## config.mk

```make
export PLATFORM = sky130hd
export DESIGN_NAME = xlat_tlb
export DESIGN_NICKNAME = d
export VERILOG_FILES = /design/src/rtl/xlat_tlb_pkg.sv /design/src/rtl/xlat_tlb_entry.sv /design/src/rtl/xlat_tlb_victim.sv /design/src/rtl/xlat_tlb_check.sv /design/src/rtl/xlat_tlb.sv
export SDC_FILE = /design/constraint.sdc
export NUM_CORES = 1
export LEC_CHECK = 0
export BUFFER_PORTS_ARGS = -buffer_cell sky130_fd_sc_hd__buf_2
export CORE_UTILIZATION = 55
export CTS_CLUSTER_SIZE = 28
export DETAILED_ROUTE_END_ITERATION = 8
export GPL_ROUTABILITY_DRIVEN = 0
export GPL_TIMING_DRIVEN = 0
export HOLD_SLACK_MARGIN = 0.15
export PLACE_DENSITY = 0.77
export SLEW_MARGIN = 5
export SYNTH_ARGS = -nofsm -noshare
export SYNTH_HDL_FRONTEND = slang
export SYNTH_SLANG_ARGS = --single-unit
```

## constraint.sdc

```tcl
create_clock -name clk_i -period 4.6 [get_ports clk_i]
set_input_delay 0.92 -clock clk_i [delete_from_list [all_inputs] [get_ports clk_i]]
set_output_delay 0.92 -clock clk_i [all_outputs]
set_load 0.02 [all_outputs]
```

## src/rtl/xlat_tlb_pkg.sv

```systemverilog
package xlat_tlb_pkg;
  localparam int VA_W      = 32;
  localparam int PPN_W     = 24;
  localparam int PA_W      = 36;
  localparam int SMALL_OFF = 12;
  localparam int BIG_OFF   = 22;
  localparam int TAG_W     = VA_W - SMALL_OFF;
  localparam int BIG_TAG_W = VA_W - BIG_OFF;
  localparam int BIG_PPN_W = PA_W - BIG_OFF;

  typedef enum logic [1:0] {
    ACC_LOAD  = 2'd0,
    ACC_STORE = 2'd1,
    ACC_FETCH = 2'd2,
    ACC_RSVD  = 2'd3
  } acc_e;

  typedef enum logic [2:0] {
    FLT_NONE  = 3'd0,
    FLT_WRITE = 3'd1,
    FLT_EXEC  = 3'd2,
    FLT_USER  = 3'd3,
    FLT_DIRTY = 3'd4
  } flt_e;

  typedef struct packed {
    logic c;
    logic w;
    logic x;
    logic u;
    logic g;
    logic d;
  } attr_t;

  typedef struct packed {
    logic [TAG_W-1:0] tag;
    logic             big;
    attr_t            attr;
    logic [PPN_W-1:0] ppn;
  } entry_t;
endpackage

```

## src/rtl/xlat_tlb_entry.sv

```systemverilog
module xlat_tlb_entry
  import xlat_tlb_pkg::*;
(
  input  logic            clk_i,
  input  logic            rst_ni,
  input  logic            fill_we_i,
  input  entry_t          fill_data_i,
  input  logic            flush_i,
  input  logic            inval_i,
  input  logic [VA_W-1:0] inval_va_i,
  input  logic [VA_W-1:0] look_va_i,
  output logic            valid_o,
  output logic            look_hit_o,
  output logic            inval_hit_o,
  output entry_t          data_o
);
  logic   valid_q;
  entry_t data_q;

  function automatic logic tag_eq(input entry_t e, input logic [VA_W-1:0] va);
    if (e.big) return e.tag[TAG_W-1 -: BIG_TAG_W] == va[VA_W-1 -: BIG_TAG_W];
    else       return e.tag == va[VA_W-1 -: TAG_W];
  endfunction

  assign look_hit_o  = valid_q && tag_eq(data_q, look_va_i);
  assign inval_hit_o = valid_q && tag_eq(data_q, inval_va_i);
  assign valid_o     = valid_q;
  assign data_o      = data_q;

  always_ff @(posedge clk_i or negedge rst_ni) begin
    if (!rst_ni) begin
      valid_q <= 1'b0;
      data_q  <= '0;
    end else if (fill_we_i) begin
      valid_q <= 1'b1;
      data_q  <= fill_data_i;
    end else if ((flush_i && !data_q.attr.g) || (inval_i && inval_hit_o)) begin
      valid_q <= 1'b0;
    end
  end

  // flush leaves only global entries alive
  p_flush_drop_local_r9: assert property (@(posedge clk_i) disable iff (!rst_ni)
    flush_i && !fill_we_i |=> !valid_q || data_q.attr.g);

  p_flush_keep_global_r9: assert property (@(posedge clk_i) disable iff (!rst_ni)
    flush_i && !fill_we_i && !(inval_i && inval_hit_o) && valid_q && data_q.attr.g
    |=> valid_q);

  p_inval_clears_r10: assert property (@(posedge clk_i) disable iff (!rst_ni)
    inval_i && inval_hit_o && !fill_we_i |=> !valid_q);
endmodule

```

## src/rtl/xlat_tlb_victim.sv

```systemverilog
module xlat_tlb_victim #(
  parameter int ENTRIES = 8,
  localparam int IDX_W  = (ENTRIES > 1) ? $clog2(ENTRIES) : 1
) (
  input  logic               clk_i,
  input  logic               rst_ni,
  input  logic [ENTRIES-1:0] valid_i,
  input  logic               fill_i,
  output logic [IDX_W-1:0]   victim_o
);
  logic [IDX_W-1:0] rr_q;
  logic [IDX_W-1:0] free_idx;
  logic             all_valid;

  assign all_valid = &valid_i;

  always_comb begin
    free_idx = '0;
    for (int i = ENTRIES - 1; i >= 0; i--) begin
      if (!valid_i[i]) free_idx = IDX_W'(i);
    end
  end

  assign victim_o = all_valid ? rr_q : free_idx;

  always_ff @(posedge clk_i or negedge rst_ni) begin
    if (!rst_ni) begin
      rr_q <= '0;
    end else if (fill_i && all_valid) begin
      rr_q <= (rr_q == IDX_W'(ENTRIES - 1)) ? '0 : rr_q + 1'b1;
    end
  end

  p_free_first_r7: assert property (@(posedge clk_i) disable iff (!rst_ni)
    fill_i && !all_valid |-> !valid_i[victim_o]);

  p_rr_only_full_r8: assert property (@(posedge clk_i) disable iff (!rst_ni)
    fill_i && !all_valid |=> $stable(rr_q));
endmodule

```

## src/rtl/xlat_tlb_check.sv

```systemverilog
module xlat_tlb_check
  import xlat_tlb_pkg::*;
(
  input  attr_t attr_i,
  input  acc_e  acc_i,
  input  logic  user_i,
  output flt_e  code_o
);
  always_comb begin
    code_o = FLT_NONE;
    if (user_i && !attr_i.u)                      code_o = FLT_USER;
    else if (acc_i == ACC_STORE && !attr_i.w)     code_o = FLT_WRITE;
    else if (acc_i == ACC_FETCH && !attr_i.x)     code_o = FLT_EXEC;
    else if (acc_i == ACC_STORE && !attr_i.d)     code_o = FLT_DIRTY;
  end
endmodule

```

## src/rtl/xlat_tlb.sv

```systemverilog
module xlat_tlb
  import xlat_tlb_pkg::*;
#(
  parameter int ENTRIES = 8,
  localparam int IDX_W  = (ENTRIES > 1) ? $clog2(ENTRIES) : 1
) (
  input  logic        clk_i,
  input  logic        rst_ni,
  input  logic        en_wr_i,
  input  logic        en_val_i,
  input  logic        ctx_flush_i,
  input  logic        inval_i,
  input  logic [31:0] inval_va_i,
  input  logic        req_i,
  input  logic [31:0] va_i,
  input  logic [1:0]  acc_i,
  input  logic        user_i,
  input  logic        fill_i,
  input  logic [31:0] fill_va_i,
  input  logic        fill_big_i,
  input  logic [5:0]  fill_attr_i,
  input  logic [23:0] fill_ppn_i,
  output logic        hit_o,
  output logic        miss_o,
  output logic [35:0] pa_o,
  output logic        cachable_o,
  output logic        fault_o,
  output logic [2:0]  fault_code_o
);
  logic               en_q;
  logic [ENTRIES-1:0] valid_vec;
  logic [ENTRIES-1:0] look_vec;
  logic [ENTRIES-1:0] inval_vec;
  entry_t             data_arr [ENTRIES];
  entry_t             fill_data;
  logic [IDX_W-1:0]   victim_idx;
  logic [IDX_W-1:0]   sel_idx;
  entry_t             sel_e;
  logic               any_hit;
  logic               xlat_hit;
  flt_e               chk_code;
  logic [PA_W-1:0]    pa_small;
  logic [PA_W-1:0]    pa_big;

  always_ff @(posedge clk_i or negedge rst_ni) begin
    if (!rst_ni)      en_q <= 1'b0;
    else if (en_wr_i) en_q <= en_val_i;
  end

  assign fill_data.tag  = fill_va_i[VA_W-1 -: TAG_W];
  assign fill_data.big  = fill_big_i;
  assign fill_data.attr = attr_t'(fill_attr_i);
  assign fill_data.ppn  = fill_ppn_i;

  xlat_tlb_victim #(.ENTRIES(ENTRIES)) u_victim (
    .clk_i    (clk_i),
    .rst_ni   (rst_ni),
    .valid_i  (valid_vec),
    .fill_i   (fill_i),
    .victim_o (victim_idx)
  );

  for (genvar g = 0; g < ENTRIES; g++) begin : g_ent
    xlat_tlb_entry u_ent (
      .clk_i       (clk_i),
      .rst_ni      (rst_ni),
      .fill_we_i   (fill_i && (victim_idx == IDX_W'(g))),
      .fill_data_i (fill_data),
      .flush_i     (ctx_flush_i),
      .inval_i     (inval_i),
      .inval_va_i  (inval_va_i),
      .look_va_i   (va_i),
      .valid_o     (valid_vec[g]),
      .look_hit_o  (look_vec[g]),
      .inval_hit_o (inval_vec[g]),
      .data_o      (data_arr[g])
    );
  end

  // lowest matching index wins if duplicates were filled
  always_comb begin
    sel_idx = '0;
    for (int i = ENTRIES - 1; i >= 0; i--) begin
      if (look_vec[i]) sel_idx = IDX_W'(i);
    end
  end

  assign any_hit  = |look_vec;
  assign sel_e    = data_arr[sel_idx];
  assign xlat_hit = en_q && req_i && any_hit;

  xlat_tlb_check u_check (
    .attr_i (sel_e.attr),
    .acc_i  (acc_e'(acc_i)),
    .user_i (user_i),
    .code_o (chk_code)
  );

  assign pa_small = {sel_e.ppn, va_i[SMALL_OFF-1:0]};
  assign pa_big   = {sel_e.ppn[PPN_W-1 -: BIG_PPN_W], va_i[BIG_OFF-1:0]};

  always_comb begin
    hit_o        = xlat_hit;
    miss_o       = en_q && req_i && !any_hit;
    pa_o         = {{(PA_W-VA_W){1'b0}}, va_i};
    cachable_o   = 1'b0;
    fault_code_o = FLT_NONE;
    if (xlat_hit) begin
      pa_o         = sel_e.big ? pa_big : pa_small;
      cachable_o   = sel_e.attr.c;
      fault_code_o = chk_code;
    end
    fault_o = (fault_code_o != FLT_NONE);
  end

  p_hit_miss_excl_r6: assert property (@(posedge clk_i) disable iff (!rst_ni)
    !(hit_o && miss_o));

  p_fault_on_hit_r11: assert property (@(posedge clk_i) disable iff (!rst_ni)
    fault_o |-> hit_o);

  p_off_idle_r3: assert property (@(posedge clk_i) disable iff (!rst_ni)
    !en_q |-> !hit_o && !miss_o && !fault_o && !cachable_o);

  p_fill_visible_r7: assert property (@(posedge clk_i) disable iff (!rst_ni)
    fill_i |=> valid_vec[$past(victim_idx)]);

  p_inval_gone_r10: assert property (@(posedge clk_i) disable iff (!rst_ni)
    inval_i && !fill_i |=> (valid_vec & $past(inval_vec)) == '0);

  p_en_latency_r2: assert property (@(posedge clk_i) disable iff (!rst_ni)
    en_wr_i && !en_val_i |=> !hit_o && !miss_o);
endmodule

```

==> results.ini, run 1 <==
[run_status]
status=complete, but fails checks
violations=design-rule violations, negative setup slack

[cells_and_area]
final_cell_count_no_fill=2583
fin_area_um2=27260
area_growth_pct=22.63
fin_util=0.6845
drive_above_1_share=0.4170
fillers=2715
finalNetCount=2158

[detailed_routing]
routed.top_layer=met5
viasPerCell=6.472
dr_wl_met2_mm=34.23
drtPass1Iterations=9
drt-met1-wl_mm=27.00
num_vias=16717
route.met3.wl_mm=7.368
wl_per_cell_um=28.56
ant_nets=0
wl_mm=73.77
drt_iter0_markers=1420
drc=2

[setup_path]
cpPeakStageDelay_ps=350
r2r_end=g_ent[0].u_ent.data_o[29]
crit_type=in -> out
worstPathRequired_ps=3680
path_cells=buf_16, buf_4, xor2_1, nor4_1, a41o_2, buf_6, buf_6, a211oi_4, o311ai_4, a21boi_4, buf_6, mux2_4, a2bb2oi_2, o31a_1, o221ai_2, buf_4
crit_start=va_i[19]
cp_max_fo=5
slowest_stage=a41o_2
crit_end=fault_o
arrival_ps=4050
rrSetupSlack_ps=930
r2r_start=g_ent[4].u_ent.valid_o
start_kind=input port
endpoint_kind=output port
reg2regPathDepth=6
path_common_cell=buf_6

[synthesis]
synthCells=1794
synth_top_area_share=0.4728
syn_nets=1934
synth.avg_cell_area_um2=12.39
synth-async-reset-ratio=1.000
ys_seq_elements=420
syn_area_um2=22230
yosysSeqAreaShare=0.4728
synth_area_leaders=dfrtp_1 47%, mux2_2 22%, xnor2_1 7.2%
yosys.area.top_type=dfrtp_1
ys_dominant_reg_cell=dfrtp_1
netlist-cell-type-count=52
ys_warn_count=0
synth-edff-count=0

[clock_network]
clockRootBuffer=clkbuf_16
cts_hold_buf=0
cts_buffers=45
cts_buffer_depth=3
clock_sinks=420
cts.clk_slew.worst_paths_ps=60
clock_latency_ps=600
tritoncts=yes
cts_max_level=2

[global_route]
grt_pass1_wl_mm=107.6
grt_max_degree=124
grtUsageTotal=0.3538
overflow=0
antenna_found_initial=5
grt_pass1_vias=17324

[power_and_ir_drop]
p_sw_mw=4.451
pwr_density_cell_nw_per_um2=497.4
clkPwrFrac=0.271
p_comb_frac=0.300
p_seq_frac=0.429
p_leak_nw=11.72
p_total_mw=13.56
swShare=0.3283
vdd_ir_drop_max_v=0.0003759
power.internal_mw=9.108

[timing]
skew_ps=19.74
fmax_mhz=201.0
finalCriticalPeriod_ps=4975
finalCritPeriodShare=1.081
slew_headroom=0.2382
tightestPinTransition_ps=1143
finalSetupViolations=27
rsz0062_at_grt=true
drv_slew=0
fin_ws_ps=-374.9
hold_viol_final=0

[place]
place_hpwl_mm=45.36
placed_cells=2425
postPlaceCellArea_um2=23530
io_buffers=103

[job]
cap_violations=0

[floorplan]
initial_utilization=0.5582
die_height_um=203.0
die_x_um=203.0
rows=73
coreArea_um2=39820
ios=181
die_area_um2=41220

[hold_path]
min_path_type=in -> async

## cells in the mapped netlist (4+ instances only)
cell type and number:
nor4_1 42, nand2b_1 4, xor2_1 138, mux2_2 432
a21oi_1 13, buf_1 4, o21ai_0 12, a211oi_1 7
o21bai_1 6, dfrtp_1 420, nor3_1 18, nand2_1 48
xnor2_1 182, inv_1 9, a2bb2oi_1 4, buf_4 17
o22ai_1 6, nor2_1 27, mux2i_1 101, a41o_1 4
nand3_1 35, nand4_1 49, a221oi_1 10, or3_1 8
a41oi_1 15, a211o_1 7, clkbuf_1 70, nor2b_1 5
a22o_1 11, a22oi_1 21, buf_2 28, o211ai_1 11
## state kept, by name, summed over array words and instances (netlist names)
name                 cells
g_ent.u_ent.valid_o      8
en_q                     1
u_victim.rr_q            3
g_ent.u_ent.data_o     408
## per-stage QoR
stage	setup slack [ps]	hold slack [ps]	setup TNS, ps
final	-374.9	352.8	-7218
after global routing	-372.1	414.0	-8039
after CTS	-308.6	372.5	-4960
after detailed placement	-1440	488.7	-38210
after global placement	-5469	482.0	-2311140
after floorplan	-59.73	472.7	-460.3
## critical path: cells and delay by family
kind / cells / cell delay [ps]
AO/OA/AOI/OAI: 7 / 1720
AND/OR/NAND/NOR: 1 / 60
buffers and inverters: 6 / 890
multiplexers: 1 / 300
XOR/XNOR: 1 / 140
## cell usage in the layout (no fill, tap or decap), types with 8 or more instances in the layout
cell type / instances
nand3_1: 33
clkbuf_16: 45
a22o_1: 11
xnor2_1: 167
buf_12: 19
buf_2: 74
mux2i_1: 92
xnor2_2: 13
a22oi_1: 17
mux2_4: 14
nor4_1: 29
nand2_1: 43
buf_6: 55
dfrtp_1: 420
mux2_2: 419
clkbuf_1: 74
nor3_2: 10
o21ai_0: 11
buf_16: 11
nand4_1: 49
xor2_1: 132
o211ai_1: 11
buf_4: 58
a41oi_1: 8
buf_8: 8
nor4_2: 10
inv_1: 9
clkbuf_8: 12
nor2_1: 24
## layer usage
metal / vias to the layer above / global-route usage
met1: 8483 / 0.4331
met5: - / 0
met4: 4 / 0.2226
li1: 6923 / -
met3: 344 / 0.09230
met2: 963 / 0.5585
## kinds of logic (layout without fill, tap and decap cells)
| group | after synthesis | after routing | synth area share |
|---|---|---|---|
| DFF | 420 | 420 | 0.4728 |
| muxes | 534 | 534 | 0.2648 |
| AOI/OAI and AO/OA | 144 | 144 | 0.05077 |
| other | 0 | 3 | 0 |
| adders and majority gates | 2 | 2 | 0.001126 |
| buffers and inverters | 128 | 389 | 0.02606 |
| xor gates and xnor gates | 320 | 320 | 0.1261 |
| and+or+nand+nor | 246 | 246 | 0.05831 |
## what timing repair did
item / CTS / global route
pin swaps: 71 / 50
setup buffers: 49 / 21
gates resized for setup: 280 / 78
gates cloned: 7 / 0
hold endpoints to repair: 0 / 0
setup endpoints to repair: 30 / 30
## worst min path at each step
| stage | to | start | slack, ps |
|---|---|---|---|
| 2_1_floorplan | g_ent[0].u_ent.data_o[20] | g_ent[0].u_ent.data_o[20] | 470 |
| 3_3_place_gp | g_ent[0].u_ent.data_o[29] | g_ent[0].u_ent.data_o[29] | 480 |
| 3_5_place_dp | g_ent[0].u_ent.data_o[29] | g_ent[0].u_ent.data_o[29] | 490 |
| 4_1_cts | g_ent[2].u_ent.data_o[35] | rst_ni | 370 |
| 5_1_grt | g_ent[2].u_ent.data_o[38] | rst_ni | 410 |
| 6_report | g_ent[2].u_ent.data_o[34] | rst_ni | 350 |
## power by group through the flow
stage / Sequential, mW / Clock, mW / Combinational [mW]
2_1_floorplan: 5.49 / 0 / 2.82
3_3_place_gp: 5.68 / 0 / 3.46
3_5_place_dp: 5.76 / 0 / 3.60
4_1_cts: 5.73 / 3.68 / 3.86
5_1_grt: 5.93 / 3.83 / 4.34
6_report: 5.81 / 3.68 / 4.07
## cell type report
class                      instances  area, um2  area share
clock inverter                    15      157.7    0.005783
inverter                           9      33.78    0.001239
buffer                           117      930.9     0.03415
antenna                            3      7.507   0.0002754
clock buffer                      69       1316     0.04829
multi-input combinational       1246      12050      0.4421
tap                              525      656.9     0.02410
timing repair buffer             179       1595     0.05852
sequential                       420      10510      0.3856
Note: power is estimated with default switching activity, not from simulation.
==> run 2: changes to the inputs <==
Settings changed: BUFFER_PORTS_ARGS -buffer_cell sky130_fd_sc_hd__buf_2 to -buffer_cell sky130_fd_sc_hd__buf_4.
==> run 2 against run 1 <==
Effect of this change:
- register-to-register slack got worse by 150 ps
- critical path type unchanged
- critical endpoint unchanged
- the flow finishes with violations (negative setup slack)
- clock skew increased by 7.1 ps
- critical path depth decreased by 1
- via count decreased by 0.62%
==> results.ini, run 2 (synthesis gave the netlist of run 1 again) <==
[cells_and_area]
final_cell_count_no_fill=2580
layout_commonest_cell=dfrtp_1
finalNetCount=2157
area_growth_pct=23.50
final_cell_mix=419 x dfrtp_1, 418 x mux2_2, 168 x xnor2_1
fillers=2659
fin_util=0.6894
largest_reg_flops=408
drive_above_1_share=0.4196

[timing]
finalCritPeriodShare=1.065
rsz0062_at_grt=true
fin_ws_ps=-297.7
finalCriticalPeriod_ps=4898
hold_viol_final=0
drv_slew=0
skew_ps=26.88
finalSetupViolations=29
slew_headroom=0.03846
fmax_mhz=204.2
tightestPinTransition_ps=1429

[place]
place_hpwl_mm=45.75
placed_cells=2425
io_buffers=103

[power_and_ir_drop]
power.internal_mw=9.292
pwr_density_cell_nw_per_um2=501.2
p_comb_frac=0.298
p_leak_nw=11.86
p_total_mw=13.76
swShare=0.3247
p_seq_frac=0.422
clkPwrFrac=0.279
p_sw_mw=4.469
vdd_ir_drop_max_v=0.0003688

[clock_network]
tritoncts=yes
cts_max_level=2
cts_buffers=46
clock_latency_ps=610
cts.clk_slew.worst_paths_ps=60
clockRootBuffer=clkbuf_16
clock_sinks=420
cts_buffer_depth=3

[detailed_routing]
drtPass1Iterations=7
wl_mm=73.13
drc=0
viasPerCell=6.439
ant_nets=0
num_vias=16613
wl_per_cell_um=28.34
drt_iter0_markers=1549

[global_route]
overflow=0
grt_max_degree=119
grt_pass1_wl_mm=106.4
grtUsageTotal=0.3490
antenna_found_initial=4
grt_pass1_vias=17087

[floorplan]
ios=181
coreArea_um2=39820
die_x_um=203.0
initial_utilization=0.5582
die_area_um2=41220
die_height_um=203.0
rows=73

[setup_path]
crit_type=in -> out
cpPeakStageDelay_ps=370
slowest_stage=nor4_2
cpLargestDelayFamily=compound AO/OA/AOI/OAI gates
endpoint_kind=output port
cp_max_fo=9
start_kind=input port
arrival_ps=3980
critPathBufInv=5
path_cells=buf_8, xor2_1, nor4_2, a41oi_2, buf_4, o22ai_4, buf_4, o211ai_1, buf_4, mux2_2, nor2_1, a21oi_4, o32a_1, o221ai_2, buf_6
worstPathRequired_ps=3680
path_common_cell=buf_4

[job]
cap_violations=0

[run_status]
violations=negative setup slack
status=complete, but fails checks

[hold_path]
min_path_type=in -> async

run 2: changes by cell type in the layout (fill, tap and decap cells not counted), sizes merged:
cell,previous run,this run
bufinv,2,4
buf,229,218
clkinvlp,1,2
inv,12,10
clkinv,9,11
bufbuf,0,1
clkbuf,136,140
run 2: repair_timing:
item | in CTS | in global routing
setup endpoints to repair | 30 | 30
pin swaps | 34 | 52
setup buffers | 36 | 24
gates cloned | 3 | 9
hold buffers | 0 | 0
gates resized for setup | 192 | 110
run 2: through the flow:
stage	setup TNS [ps]	area [um2]	hold slack, ps	worst slack [ps]
after floorplan	-460.3	22250	472.7	-59.73
after global placement	-647300	23680	481.5	-1487
after CTS	-3703	26580	408.6	-248.0
after global routing	-8618	27450	419.0	-407.9
final	-5716	27450	356.3	-297.7
after detailed placement	-37800	23780	487.7	-1406
run 2: area by class of cell:
class                   instances  area (um2)  area share
diodes                          3       7.507   0.0002735
plain buffers                 118       907.1     0.03304
clock buffers                  65        1343     0.04890
clock inverters                18       221.5    0.008067
inverters                       9       33.78    0.001231
multi-input cells            1246       12010      0.4376
flip-flops and latches        420       10510      0.3829
well taps                     525       656.9     0.02393
repair buffers                176        1758     0.06404
run 2: worst register-to-register path: stages, from the launching register on:
cell and delay, ps:
dfrtp_1 560, o211ai_1 220, a31oi_1 620, nand2_1 230
nor2_1 870, clkbuf_1 790, mux2_2 430
run 2: path summary, 6_finish.rpt:
path / start / end / slack (ps) / cells past startpoint
max reg2reg: g_ent[4].u_ent.valid_o / g_ent[3].u_ent.data_o[10] / 780 / 6
min: rst_ni / g_ent[2].u_ent.data_o[35] / 360 / 1
max: va_i[21] / fault_o / -300 / 15
max in group asynchronous: rst_ni / g_ent[6].u_ent.data_o[50] / 2790 / 3
min in group clk_i: g_ent[0].u_ent.data_o[29] / g_ent[0].u_ent.data_o[29] / 500 / 1
min reg2reg: g_ent[0].u_ent.data_o[29] / g_ent[0].u_ent.data_o[29] / 500 / 1
run 2: power by group through the flow:
stage | sequential [mW] | clock (mW) | combinational (mW)
floorplan | 5.49 | 0 | 2.82
global placement | 5.68 | 0 | 3.49
detailed placement | 5.76 | 0 | 3.64
CTS | 5.73 | 3.84 | 3.86
global route | 5.91 | 4.01 | 4.38
finish | 5.81 | 3.84 | 4.11
run 2: metal layers:
layer  track usage  vias to the layer above  routed length (um)
met5             0                        -                   0
met4        0.1974                        0                4749
met3        0.1029                      308                7635
met2        0.5570                      986               33780
met1        0.4227                     8409               26960
li1              -                     6910                   -
